### config.mk
export PLATFORM = sky130hd
export DESIGN_NAME = notif_ring
export DESIGN_NICKNAME = d
export VERILOG_FILES = /design/src/rtl/notif_ring.sv
export SDC_FILE = /design/constraint.sdc
export NUM_CORES = 1
export LEC_CHECK = 0
export ABC_AREA = 1
export BUFFER_PORTS_ARGS = -buffer_cell sky130_fd_sc_hd__buf_4
export CAP_MARGIN = 10
export CORE_MARGIN = 2
export CORE_UTILIZATION = 48
export DETAILED_ROUTE_END_ITERATION = 8
export GPL_ROUTABILITY_DRIVEN = 0
export GPL_TIMING_DRIVEN = 1
export PLACE_DENSITY = 0.79
export SLEW_MARGIN = 40
export SYNTH_ARGS = -nofsm -noshare
export SYNTH_HDL_FRONTEND = slang
export SYNTH_SLANG_ARGS = --single-unit
### constraint.sdc
create_clock -name clk -period 1.6 [get_ports clk]
set_input_delay 0.16 -clock clk [delete_from_list [all_inputs] [get_ports clk]]
set_output_delay 0.16 -clock clk [all_outputs]
set_load 0.01 [all_outputs]
### src/rtl/notif_ring.sv
module notif_ring #(
  parameter int NODES = 8,
  parameter int PORTS = 5,
  localparam int IDW = (NODES > 1) ? $clog2(NODES) : 1
) (
  input  logic                   clk,
  input  logic                   rst_n,
  input  logic [NODES-1:0]       post_valid,
  output logic [NODES-1:0]       post_ready,
  input  logic [NODES*PORTS-1:0] post_cong,
  input  logic [NODES-1:0]       post_up,
  input  logic [NODES-1:0]       post_down,
  output logic [NODES-1:0]       seen_valid,
  output logic [NODES*IDW-1:0]   seen_origin,
  output logic [NODES*PORTS-1:0] seen_cong,
  output logic [NODES-1:0]       seen_up,
  output logic [NODES-1:0]       seen_down
);

  logic             v_q   [NODES];
  logic [IDW-1:0]   org_q [NODES];
  logic [PORTS-1:0] cng_q [NODES];
  logic             up_q  [NODES];
  logic             dn_q  [NODES];

  for (genvar i = 0; i < NODES; i++) begin : g_st
    localparam int PRV = (i + NODES - 1) % NODES;
    localparam logic [IDW-1:0] ME = IDW'(i);

    logic arrive;
    assign arrive        = v_q[PRV] && (org_q[PRV] != ME);
    assign post_ready[i] = !arrive;

    always_ff @(posedge clk) begin
      if (!rst_n) begin
        v_q[i]   <= 1'b0;
        org_q[i] <= '0;
        cng_q[i] <= '0;
        up_q[i]  <= 1'b0;
        dn_q[i]  <= 1'b0;
      end else if (arrive) begin
        v_q[i]   <= 1'b1;
        org_q[i] <= org_q[PRV];
        cng_q[i] <= cng_q[PRV];
        up_q[i]  <= up_q[PRV];
        dn_q[i]  <= dn_q[PRV];
      end else if (post_valid[i]) begin
        v_q[i]   <= 1'b1;
        org_q[i] <= ME;
        cng_q[i] <= post_cong[i*PORTS +: PORTS];
        up_q[i]  <= post_up[i];
        dn_q[i]  <= post_down[i];
      end else begin
        v_q[i]   <= 1'b0;
      end
    end

    assign seen_valid[i]                 = v_q[i];
    assign seen_origin[i*IDW +: IDW]     = org_q[i];
    assign seen_cong[i*PORTS +: PORTS]   = cng_q[i];
    assign seen_up[i]                    = up_q[i];
    assign seen_down[i]                  = dn_q[i];

    p_forward_r2: assert property (@(posedge clk) disable iff (!rst_n)
      (v_q[PRV] && org_q[PRV] != ME) |=>
        (v_q[i] && org_q[i] == $past(org_q[PRV]) && cng_q[i] == $past(cng_q[PRV])));

    p_inject_r3: assert property (@(posedge clk) disable iff (!rst_n)
      (post_valid[i] && post_ready[i]) |=> (v_q[i] && org_q[i] == ME));

    p_ring_first_r4: assert property (@(posedge clk) disable iff (!rst_n)
      (post_valid[i] && !post_ready[i]) |=> (org_q[i] != ME));

    p_drop_at_origin_r5: assert property (@(posedge clk) disable iff (!rst_n)
      (v_q[PRV] && org_q[PRV] == ME && !post_valid[i]) |=> !v_q[i]);

    p_payload_r7: assert property (@(posedge clk) disable iff (!rst_n)
      (post_valid[i] && post_ready[i]) |=>
        (cng_q[i] == $past(post_cong[i*PORTS +: PORTS]) &&
         up_q[i] == $past(post_up[i]) && dn_q[i] == $past(post_down[i])));
  end

endmodule

# Yosys cells after proc, flatten, opt, wreduce, memory -nomap -nowiden

Memory sizes are Yosys's and may differ from the RTL's.
Cells that the tools add are included.

Memories kept: 5
Input port bits: 66
Word-level logic and storage cells: 294
Register bits after elaboration: 0
Output and inout port bits: 96
Memory bits (writable): 88

Memory list:

| memory | words | bits a word | rd ports | clocked after memory_dff | wr ports | RTL line | text |
|---|---|---|---|---|---|---|---|
| cng_q  | 8     | 5           | 8        | 0                        | 8        | 22       | `logic [PORTS-1:0] cng_q [NODES];` |
| org_q  | 8     | 3           | 8        | 0                        | 8        | 21       | `logic [IDW-1:0] org_q [NODES];` |
| dn_q   | 8     | 1           | 8        | 0                        | 8        | 24       | `logic dn_q [NODES];` |
| up_q   | 8     | 1           | 8        | 0                        | 8        | 23       | `logic up_q [NODES];` |
| v_q    | 8     | 1           | 8        | 0                        | 8        | 20       | `logic v_q [NODES];` |

Mux-type cells: 177
Equal/unequal tests: 7
Bitwise gates (word level): 88
Reductions and logical operators: 17

Operators with widths:

| operator                                       | number |
|---|---|
| 2-to-1 mux 1 bit                               | 145 |
| OR 1 bit                                       | 88 |
| 2-to-1 mux 5 bit                               | 16 |
| 2-to-1 mux 3 bit                               | 16 |
| != test 3 bit (second input constant)          | 4 |
| logical AND 1 bit                              | 8 |
| logical NOT 1 bit                              | 8 |
| != test 3 x 2 -> 1 bit (second input constant) | 2 |
| != test 3 x 1 -> 1 bit (second input constant) | 1 |
| nonzero test 3 bit                             | 1 |

# Logic depth before layout (Yosys ltp)

Word-level depth: 8
Gate-level depth with buffers: 7
Gate-level depth less buffers: 7

# Least setup slack after synthesis

OpenSTA, ideal clock, no wires.

Path type: flip-flop to flip-flop
Start point: memory org_q[0][8] in the netlist's numbering
End point: memory cng_q[3][0], in the netlist cng_q[0][15] (enable)
Clock period less this slack: 1590 ps
Slack: 10 ps
Arrival: 1242 ps
Data required time: 1251 ps
Stages on the path, launching flop included: 7
Setup time: 349 ps
Path buffers: 1
Cells stage by stage: edfxtp_1 inv_1 nand3_1 nand2_2 nand3_1 buf_2 nand3_1

RTL lines:

| item        | RTL line |
|---|---|
| from (decl) | 21 |
| to (decl)   | 22 |

==> metrics <==
status finished, final reports clean; die width 95.3 um; clk_lat worst skew 340 ps; Setup CP Type register to output port; Avg Cell Area, Syn 9.96 um2; # IOs 162; Max Clk Rate 651 MHz; CTS tree done; total internal power 4.12 mW; share of layout cells above drive strength 1 35.1%; Cell Rows 33; Worst Min Path Start post_cong[37]; Post-synth EDFFs 85; die area 0.00909 mm2; RSZ-0062 raised after global routing no; Synth Area in Compound Gates 3.75%; Post-CTS Hold Buffers 0; worst vdd ir 0.720 mV; #FFs+latches synth 88; DR vias 3376; Slew Limit Fails 0; Area contributors post-synth edfxtp_1 (64%), nand2_1 (13%), inv_1 (5.4%); Root Driver clkbuf_8; DP Wirelength 8190 um; family with the most delay on the worst path flip-flops; chip height 95.3 um; Synth top cells by count nand2_1 (136), edfxtp_1 (85), inv_1 (58), nand3_1 (41), o21ai_0 (26); P_leak 2.81 nW; reg2reg path depth 5; hold depth 3; initial antenna violation count 0; DRC 0; crit-path cells nand3b_1 -> nand2_1 -> buf_4 -> buf_4; Global Route Usage Sum 23.2%; sum of negative setup slack 0 ps; simple-gate share of the synthesized area 23.1%; diode count 0; Worst path max stage delay 430 ps; global route overflow 0; slowest CP cell edfxtp_1; vias in the first global route 3289; Synth area leader edfxtp_1; yosys warns 0; fraction of registers with async set/reset 0%; IO Port Bufs 161; Synth Flop Type edfxtp_1; CTS max path bufs 2; CTS clk-pin slew, worst paths 90 ps; largest net degree at the start of global routing 22; Synth Instances 402; Final ANT Viol Nets 0; Synth Area in XOR/XNOR 0%; sw frac 27.7%; Net Switching 1.58 mW; Final Cycle Share 96.0%; synth unique cells 20; Worst path most repeated cell buf_4; Clk pwr share 26.6%; Hold WC Path Type input port to register; Multi-input gate area 0.00111 mm2; Max-Cap Viols 0; r2r setup slk 100 ps; Post-Synth Adder-Cell Area 0%; Worst Path Max Fanout 9; storage element area 0.00261 mm2; mux contribution to synthesized area 0%; First-pass DRT Iterations 4; Clock Skew 9.34 ps; Worst EP arrival 1380 ps; critical path launch point type register; largest family of logic cells by synthesized area simple AND/OR/NAND/NOR gates; area delta synth->final 38.9%; Synth Cell Area 0.00401 mm2; drt total wl 10600 um; count leader, synth nand2_1; Hold Path End cng_q[1][17]; Fin Hold WS 78.0 ps; DRT iter0 DRCs 157; clock sinks 88; final hold violations 0; worst reg2reg endpoint up_q[1][2]; # setup viols final 0; worst r2r src org_q[1][3]; crit end category output port; Critical Path RT 1440 ps; Fillers 614; register area share after synthesis 65.2%; sequential power share 53.1%; drt wl/cell 15.4 um; Core Box Area 0.00813 mm2; power share of the combinational group 20.2%; vias per cell 4.91; CTS HTree Levels 3; Tmin final 1540 ps; crit path buf inv count 2; top-area cell type share of the netlist area 63.7%; CTS buffer count 9; initial core utilization 49.2%; first-pass GRT wire length 15900 um; Pwr Density 1030 mW/mm2; Nets 643
-- through the flow --
stage | instances | area, um2 | power [mW] | setup slack [ps] | util (%)
after floorplan | 408 | 4030 | 3.52 | 9.53 | -
after global placement | 668 | 5330 | 4.19 | 160 | 65.6
after detailed placement | 668 | 5330 | 4.21 | 57.4 | 65.6
after CTS | 684 | 5530 | 5.70 | 57.5 | 67.9
after global routing | 687 | 5560 | 5.97 | 14.4 | 68.4
final | 687 | 5560 | 5.70 | 64.2 | 68.4
-- power groups by stage --
stage,Combinational (mW),Clock (mW),Sequential (mW)
detailed placement,1.13,0,3.08
finish,1.15,1.52,3.03
CTS,1.14,1.53,3.03
global placement,1.12,0,3.07
floorplan,0.378,0,3.14
global route,1.26,1.65,3.06
-- layout make-up --
| type | instances | area share [%] |
|---|---|---|
| sequential | 88 | 47.0 |
| inverter | 60 | 4.09 |
| timing repair buffer | 171 | 23.1 |
| multi-input combinational | 247 | 20.0 |
| clock inverter | 6 | 1.19 |
| tap | 105 | 2.36 |
| clock buffer | 10 | 2.29 |
-- worst register-to-register path, stage by stage, from the launching register on --
cell and delay (ps):
edfxtp_1 400, inv_1 90, nand3_1 80, nand2_2 130
nand3_1 110, nand3_1 350
-- per-layer routing --
metal  wire (um)  global-route usage, %
met1        4410                   29.6
met4         171                   7.25
met5           0                      0
met2        4990                   38.5
met3         985                   6.80
-- cell families (layout without fill, tap and decap cells) --
family          Yosys count  count (layout)
simple gates            210             210
flops                    88              88
buf+inv                  73             247
compound gates           30              30
other cells               1               7
-- layout by cell type (no fill, tap or decap), types with 5 or more instances in the layout --
master / n
edfxtp_1: 85
nor2_1: 13
o21ai_0: 26
buf_4: 171
nand3_1: 39
nor2_4: 5
clkbuf_8: 9
conb_1: 7
nand2_2: 8
inv_1: 58
nand2_1: 135
-- how the worst max path moves through the flow --
stage	start	to	slack [ps]	cells past startpoint
2_1_floorplan	org_q[0][8]	cng_q[0][15]	10	6
3_3_place_gp	org_q[1][1]	cng_q[1][7]	160	5
3_5_place_dp	org_q[1][1]	cng_q[1][7]	60	5
4_1_cts	org_q[1][1]	dn_q[1][1]	60	5
5_1_grt	org_q[0][2]	post_ready[1]	10	4
6_report	org_q[0][2]	post_ready[1]	60	4
-- registers in the layout, indices dropped and copies added (netlist names) --
signal / cells
dn_q: 8
up_q: 8
org_q: 24
v_q: 8
cng_q: 40
-- what timing repair did --
action                     4_1_cts  5_1_grt
setup buffers                    0        3
gates resized for setup          0        3
setup endpoints to repair        0       21
No activity file was read; power rests on OpenSTA's default activity.
